$ cat config.mk
export PLATFORM = sky130hd
export DESIGN_NAME = qcrc_engine
export DESIGN_NICKNAME = d
export VERILOG_FILES = /design/src/rtl/qcrc_pkg.sv /design/src/rtl/qcrc_step.sv /design/src/rtl/qcrc_fold.sv /design/src/rtl/qcrc_ctrl.sv /design/src/rtl/qcrc_engine.sv
export SDC_FILE = /design/constraint.sdc
export NUM_CORES = 1
export LEC_CHECK = 0
export CAP_MARGIN = 5
export CORE_ASPECT_RATIO = 0.5
export CORE_UTILIZATION = 34
export DETAILED_ROUTE_END_ITERATION = 12
export PLACE_DENSITY_LB_ADDON = 0.12
export RECOVER_POWER = 100
export SLEW_MARGIN = 20
export SYNTH_ARGS = -nofsm -noshare
export SYNTH_HDL_FRONTEND = slang
export SYNTH_SLANG_ARGS = --single-unit
$ cat constraint.sdc
create_clock -name clk -period 4 [get_ports clk]
set_input_delay 0.8 -clock clk [delete_from_list [all_inputs] [get_ports clk]]
set_output_delay 0.8 -clock clk [all_outputs]
set_load 0.02 [all_outputs]
$ cat src/rtl/qcrc_pkg.sv
`timescale 1ns/1ps
package qcrc_pkg;
   localparam int CRC_W = 16;
   localparam int NIB_W = 4;

   typedef enum logic [1:0] {
      ST_IDLE = 2'd0,
      ST_WAIT = 2'd1,
      ST_RUN  = 2'd2
   } qcrc_state_e;
endpackage

$ cat src/rtl/qcrc_step.sv
`timescale 1ns/1ps
module qcrc_step
   import qcrc_pkg::*;
(
   input  logic [CRC_W-1:0] crc_i,
   input  logic [NIB_W-1:0] nib_i,
   output logic [CRC_W-1:0] crc_o
);
   logic [NIB_W-1:0] fb;

   always_comb begin
      fb    = crc_i[CRC_W-1 -: NIB_W] ^ nib_i;
      crc_o = {crc_i[CRC_W-NIB_W-1:0], {NIB_W{1'b0}}}
            ^ {fb, 12'h000}
            ^ {7'b0, fb, 5'b0}
            ^ {12'h000, fb};
   end
endmodule

$ cat src/rtl/qcrc_fold.sv
`timescale 1ns/1ps
module qcrc_fold
   import qcrc_pkg::*;
#(
   parameter int DATA_W = 32,
   parameter int STEPS  = 1
) (
   input  logic              clk,
   input  logic              rst_n,
   input  logic              clear_i,
   input  logic              load_i,
   input  logic              adv_i,
   input  logic [DATA_W-1:0] data_i,
   output logic [CRC_W-1:0]  crc_o
);
   localparam int SHIFT = STEPS * NIB_W;

   logic [DATA_W-1:0] sh_q;
   logic [DATA_W-1:0] src;
   logic [CRC_W-1:0]  crc_q;
   logic [CRC_W-1:0]  chain [STEPS+1];

   assign src      = load_i ? data_i : sh_q;
   assign chain[0] = crc_q;

   for (genvar k = 0; k < STEPS; k++) begin : g_step
      qcrc_step u_step (
         .crc_i (chain[k]),
         .nib_i (src[DATA_W-1-k*NIB_W -: NIB_W]),
         .crc_o (chain[k+1])
      );
   end

   always_ff @(posedge clk or negedge rst_n) begin
      if (!rst_n) begin
         crc_q <= '0;
         sh_q  <= '0;
      end else if (clear_i) begin
         crc_q <= '0;
         sh_q  <= '0;
      end else if (load_i || adv_i) begin
         crc_q <= chain[STEPS];
         sh_q  <= src << SHIFT;
      end
   end

   assign crc_o = crc_q;
endmodule

$ cat src/rtl/qcrc_ctrl.sv
`timescale 1ns/1ps
module qcrc_ctrl
   import qcrc_pkg::*;
#(
   parameter int CNT_W = 12,
   parameter int BEATS = 8
) (
   input  logic             clk,
   input  logic             rst_n,
   input  logic             start_i,
   input  logic [CNT_W-1:0] count_i,
   input  logic             qd_valid_i,
   output logic             qd_ready_o,
   output logic             clear_o,
   output logic             load_o,
   output logic             adv_o,
   output logic             busy_o,
   output logic             done_o,
   output logic [CNT_W-1:0] len_o
);
   localparam int BEAT_W = (BEATS < 2) ? 1 : $clog2(BEATS + 1);

   qcrc_state_e      st_q;
   logic [CNT_W-1:0] rem_q;
   logic [CNT_W-1:0] len_q;
   logic [BEAT_W-1:0] beat_q;
   logic             done_q;
   logic             last_beat;

   assign qd_ready_o = !start_i && (st_q == ST_WAIT);
   assign load_o     = qd_ready_o && qd_valid_i;
   assign adv_o      = !start_i && (st_q == ST_RUN);
   assign clear_o    = start_i;

   if (BEATS == 1) begin : g_single
      assign last_beat = load_o;
   end else begin : g_multi
      assign last_beat = adv_o && (beat_q == BEAT_W'(BEATS - 1));
   end

   always_ff @(posedge clk or negedge rst_n) begin
      if (!rst_n) begin
         st_q   <= ST_IDLE;
         rem_q  <= '0;
         len_q  <= '0;
         beat_q <= '0;
         done_q <= 1'b0;
      end else begin
         done_q <= 1'b0;
         if (start_i) begin
            len_q  <= count_i;
            rem_q  <= count_i;
            beat_q <= '0;
            if (count_i == '0) begin
               st_q   <= ST_IDLE;
               done_q <= 1'b1;
            end else begin
               st_q <= ST_WAIT;
            end
         end else begin
            if (load_o) begin
               beat_q <= BEAT_W'(1);
               if (BEATS > 1) st_q <= ST_RUN;
            end
            if (adv_o) beat_q <= beat_q + 1'b1;
            if (last_beat) begin
               rem_q <= rem_q - 1'b1;
               if (rem_q == CNT_W'(1)) begin
                  st_q   <= ST_IDLE;
                  done_q <= 1'b1;
               end else begin
                  st_q <= ST_WAIT;
               end
            end
         end
      end
   end

   assign busy_o = (st_q != ST_IDLE);
   assign done_o = done_q;
   assign len_o  = len_q;
endmodule

$ cat src/rtl/qcrc_engine.sv
`timescale 1ns/1ps
module qcrc_engine
   import qcrc_pkg::*;
#(
   parameter int DATA_W        = 32,
   parameter int CNT_W         = 12,
   parameter int STEPS_PER_CLK = 1
) (
   input  logic                clk,
   input  logic                rst_n,
   input  logic                start_i,
   input  logic [CNT_W-1:0]    count_i,
   input  logic                qd_valid_i,
   input  logic [DATA_W-1:0]   qd_data_i,
   output logic                qd_ready_o,
   output logic                busy_o,
   output logic                done_o,
   output logic [CRC_W-1:0]    crc_o,
   output logic [2*CRC_W-1:0]  header_o
);
   localparam int NIBS  = DATA_W / NIB_W;
   localparam int BEATS = NIBS / STEPS_PER_CLK;
   localparam int LEN_W = CRC_W;

   initial begin : param_check
      if (DATA_W % NIB_W != 0)
         $error("qcrc_engine: DATA_W must be a multiple of the nibble width");
      if (STEPS_PER_CLK < 1 || NIBS % STEPS_PER_CLK != 0)
         $error("qcrc_engine: STEPS_PER_CLK must divide the nibbles per quadlet");
      if (CNT_W < 1 || CNT_W > LEN_W)
         $error("qcrc_engine: CNT_W must fit the header length field");
   end

   logic             clear;
   logic             load;
   logic             adv;
   logic [CNT_W-1:0] len;

   qcrc_ctrl #(.CNT_W(CNT_W), .BEATS(BEATS)) u_ctrl (
      .clk        (clk),
      .rst_n      (rst_n),
      .start_i    (start_i),
      .count_i    (count_i),
      .qd_valid_i (qd_valid_i),
      .qd_ready_o (qd_ready_o),
      .clear_o    (clear),
      .load_o     (load),
      .adv_o      (adv),
      .busy_o     (busy_o),
      .done_o     (done_o),
      .len_o      (len)
   );

   qcrc_fold #(.DATA_W(DATA_W), .STEPS(STEPS_PER_CLK)) u_fold (
      .clk     (clk),
      .rst_n   (rst_n),
      .clear_i (clear),
      .load_i  (load),
      .adv_i   (adv),
      .data_i  (qd_data_i),
      .crc_o   (crc_o)
   );

   assign header_o = {LEN_W'(len), crc_o};
endmodule

# == Yosys cells after proc, flatten, opt, wreduce, memory -nomap -nowiden ==
# Cells that the tools add are included.
# word_totals
regBits,79
n_memories,0
elab_cells,48
latch_bits,0
romBits,0
mem_bits_rw,0
in_bits,48
# classes
mux,19
order_cmp,0
div,0
eq_ne,4
add_sub_neg,2
bitwise_logic,4
reduce_logical,12
shift,0
mul,0
# ops
op,n
$mux W32,3
$mux W16,2
$mux W12,2
$xor A16 B16 Y16,1
$xor A16 B4 Y16,1
$xor A16 B9 Y16,1
$eq A12 B1 Y1 const B,1
$logic_not A12 Y1,1
$mux W4,3
$sub A12 B1 Y12 const B,1
$mux W1,6
$mux W2,3
$reduce_bool A2 Y1,3
$reduce_bool A3 Y1,2
$add A4 B1 Y4 const B,1
$eq A4 B3 Y1 const B,1
$logic_and A1 B1 Y1,4
$xor A4 B4 Y4,1
$eq A2 B1 Y1 const B,1
$eq A2 B2 Y1 const B,1
$logic_not A1 Y1,1
$logic_or A1 B1 Y1,1

# == Logic depth before layout (Yosys ltp) ==
# depth
word_depth,10
depth_mapped,7

# == By module ==
# A second synthesis with hierarchy kept.
# unflattened
hier_cells,408
area_unflattened_um2,4301.6
# by_module_without_submodules
module,area_each_um2,seq_area_each_um2,cells_each,n_inst
qcrc_fold,2341.0,1101.1,218,1
qcrc_ctrl,1551.5,775.7,153,1
qcrc_step,255.2,0.0,16,1
qcrc_engine,153.9,0.0,21,1

# == Worst setup path before layout ==
# No wires, ideal clock.
# synth_path
kind,input-to-output
start,input port start_i
end,output port qd_ready_o
t_arrival_ns,1.512
path_buffers,1
cell_stages,2
slack_ns,1.688
cell_sequence,buf_6 nor3b_1
# synth_via
elab_chain_len,2
# synth_lines
item,line_no,rtl
start: declaration,qcrc_engine.sv:11,"input logic start_i,"
$logic_not A1 Y1,qcrc_ctrl.sv:30,assign qd_ready_o = !start_i && (st_q == ST_WAIT);
$logic_and A1 B1 Y1,qcrc_ctrl.sv:30,
end: declaration,qcrc_engine.sv:15,"output logic qd_ready_o,"
# No other way between the ends.

# == Worst setup path in the final report ==
# layout_path
start,input port start_i
end,register u_fold.crc_q[7] (netlist: u_fold.crc_o[7])
# layout_via
elab_chain_len,9
# layout_lines
item,line_no,rtl
$logic_not A1 Y1,"qcrc_ctrl.sv:30, qcrc_ctrl.sv:32",
$logic_and A1 B1 Y1,qcrc_ctrl.sv:30,
$logic_and A1 B1 Y1,qcrc_ctrl.sv:31,assign load_o = qd_ready_o && qd_valid_i;
$mux W32,qcrc_fold.sv:23,assign src = load_i ? data_i : sh_q;
$xor A4 B4 Y4,qcrc_step.sv:12,fb = crc_i[CRC_W-1 -: NIB_W] ^ nib_i;
$xor A16 B9 Y16,qcrc_step.sv:15,"^ {7'b0, fb, 5'b0}"
$xor A16 B4 Y16,qcrc_step.sv:16,"^ {12'h000, fb};"
$mux W16,qcrc_fold.sv:41,end else if (load_i || adv_i) begin
$mux W16,qcrc_fold.sv:38,end else if (clear_i) begin
end signal: assignment,qcrc_fold.sv:42,crc_q <= chain[STEPS];
end: declaration,qcrc_fold.sv:20,logic [CRC_W-1:0] crc_q;
# Parallel ways exist; a longest one is shown, timed or not. The select of a mux whose other input is x is not followed.
# A chain may end at the register's enable or synchronous reset.

==> results.yml <==
route:
  routed_wl_um: 8660
  route.antenna.remaining_nets: 0
  dr_wl_met3_um: 456
  dr.pass1.iters: 6
  post_drt_wl_per_cell_um: 15.6
  drt-initial-drc-count: 229
  wl_met1_um: 4130
  drc: 0
  vias: 2802
  drt-vias-per-instance: 5.05
  route.met2.wl_um: 4000
  top_layer: "met4"
sta:
  tightest_slew_ns: 1.86
  setup_viol: 0
  fin_skew_ns: 0.00569
  relSlewSlack_pct: -24.2
  max_freq_mhz: 311
  rsz0062_at_grt: "false"
  fin_crit_sh_pct: 80.3
  period_minus_slack_ns: 3.21
  finalHoldViolCount: 0
  final_max_slew_viol_count: 76
  finalSetupTns_ns: 0
floorplan:
  core_mm2: 0.0103
  die_x_um: 149
  start_util_pct: 35.4
  rows: 26
  die_y_um: 75.4
  io_pins: 99
  dieArea_mm2: 0.0112
clock_tree:
  clk_latency_ns: 0.33
  root_buffer: "clkbuf_16"
  hold_buffers: 0
  clockBufferDepth: 2
  cts_sinks: 75
  cts_setup_buffers: 0
  clkTransAtPathRegs_ns: 0.05
  cts.repair.resized: 0
  cts_made_buffers: 9
  htreeDepth: 3
  cts_tree: "yes"
global_routing:
  antenna_found_initial: 0
  grt.overflow.total: 0
  grt_usage_pct: 16.4
  grt_pass1_wl_um: 14100
  grt_max_degree: 76
  grt_pass1_vias: 2747
worst_setup_path:
  crit_required_ns: 4.21
  endpoint_kind: "flop"
  critical_path_arrival_ns: 3.42
  critPathLaunchType: "primary input"
  cp_max_fo: 34
  critPathKind: "primary input to flop"
  r2r-start: "u_ctrl.st_q[1]"
  cp-startpoint: "start_i"
yosys:
  syn_area_mm2: 0.00366
  synth_top_area_share_pct: 51.3
  synth_cell_type_count: 42
  ys_ff_latch: 75
  synthArstFlopShare_pct: 100
  synth-seq-area-share_pct: 51.3
  synth_warnings: 0
  synthFlopType: "dfrtp_1"
  synth-edff-count: 0
  yosysTopAreaCell: "dfrtp_1"
  synth_cells: 339
  yosys-top-cells-area: "dfrtp_1 51%, a222oi_1 6.6%, buf_4 4.9%"
  avgSynthCellArea_um2: 10.8
placed_design:
  dp_cells: 540
  place_area_mm2: 0.00456
  dp_hpwl_um: 5920
  io_buffers: 94
  routabilityCongestion: 0.773
layout:
  area_growth_pct: 30.2
  layout_commonest_cell: "dfrtp_1"
  instances_no_fill: 555
  most-common-layout-cells: "75 x dfrtp_1, 48 x dlygate4sd3_1, 45 x clkdlybuf4s50_1, 39 x inv_1, 29 x nand2_1"
  drive_gt1_share_pct: 4.82
  design_area_mm2: 0.00476
  nets: 462
  fill_cells: 992
  diodes: 0
min_path:
  hp-class: "flop to flop"
  worst_hold_startpoint: "u_fold.sh_q[18]"
power_and_ir_drop:
  ir_drop_mv: 0.196
  p_clk_share_pct: 39.1
  power_frac_seq_pct: 42.9
  p_int_w: 0.00151
  pwr-share-comb_pct: 18.0
  switching_share_pct: 26.3
  net-switching-power_w: 0.000537
  p_leak_nw: 2.29
  p_per_area_mw_per_mm2: 429
status:
  outcome: "finished with violations"
  failed_checks: "max-capacitance violations, max-slew violations"
flow_run:
  cap_violations: 1
[power by group through the flow]
stage                     logic [W]  clock network (W)  registers, W
after floorplan            0.000215                  0      0.000911
after global placement     0.000395                  0      0.000891
after detailed placement   0.000400                  0      0.000894
after CTS                  0.000403           0.000823      0.000882
after global routing       0.000404           0.000857      0.000887
final                      0.000367           0.000799      0.000877
[registers in the layout, summed over array words and instances, names as in the netlist]
signal and flops:
u_ctrl.st_q 2, u_fold.sh_q 28, u_fold.crc_o 16, u_ctrl.len_o 12, u_ctrl.rem_q 12, u_ctrl.beat_q 4
u_ctrl.done_o 1
[per-layer routing]
metal	up-vias	track usage (%)
met4	0	5.50
met5	-	0
li1	1347	-
met3	7	3.83
met2	88	27.4
met1	1360	21.4
[area by class of cell]
class                      instances  area (µm²)  area share, %
clock buffer                      13         260           5.47
timing repair buffer              98         961           20.2
sequential                        75        1880           39.4
tap                              140         175           3.68
multi-input combinational        187        1300           27.4
inverter                          40         150           3.15
clock inverter                     2        35.0          0.736
[cells by family (layout without fill, tap and decap cells)]
group	count (synthesis)	count (layout)	synth area share [%]
AO/OA/AOI/OAI	89	89	18.7
buffers and inverters	80	153	11.3
flip-flops	75	75	51.3
AND/OR/NAND/NOR	65	65	9.71
XOR/XNOR	21	21	5.03
multiplexers	5	5	2.77
adder cells (fa/ha/maj)	3	3	1.03
other	1	4	0.103
[worst max-delay path, cell delays in order]
cell           delay [ns]
dlygate4sd3_1        0.55
buf_4                0.24
nor4bb_1             0.33
clkbuf_2             0.65
mux2i_1              0.47
xnor2_1              0.14
a22o_1               0.21
[through the flow]
step                      total power [W]  setup slack, ns  utilization [%]  hold slack (ns)
after floorplan                   0.00113             1.69                -            0.455
after global placement            0.00129             1.02             44.1            0.472
after detailed placement          0.00129            0.957             44.1            0.478
after CTS                         0.00211             1.05             47.0            0.493
after global routing              0.00215            0.624             46.0            0.506
final                             0.00204            0.788             46.0            0.490
[path summary, 6_finish.rpt]
path | end | slack, ns | depth (start not counted)
worst min-delay path | u_fold.sh_q[18] | 0.49 | 2
min in group asynchronous | u_ctrl.len_o[9] | 0.97 | 1
worst max register to register | u_fold.crc_o[7] | 1.59 | 5
worst max-delay path | u_fold.crc_o[7] | 0.79 | 7
max in group asynchronous | u_fold.crc_o[9] | 1.91 | 1
worst min register to register | u_fold.sh_q[18] | 0.49 | 2
[synth_stat cells (3+ instances only)]
master,instances
a222oi_1,24
ha_1,3
nor3b_1,3
inv_1,39
a22o_1,17
xnor2_1,12
buf_4,24
nor3_1,4
o211ai_1,11
nor4_1,5
o21ai_0,25
buf_2,7
nand3_1,5
xor2_1,9
nand2_1,29
nor2_1,4
dfrtp_1,75
clkbuf_1,7
mux2i_4,4
nor2b_1,3
Note: power is estimated with default switching activity, not from simulation.
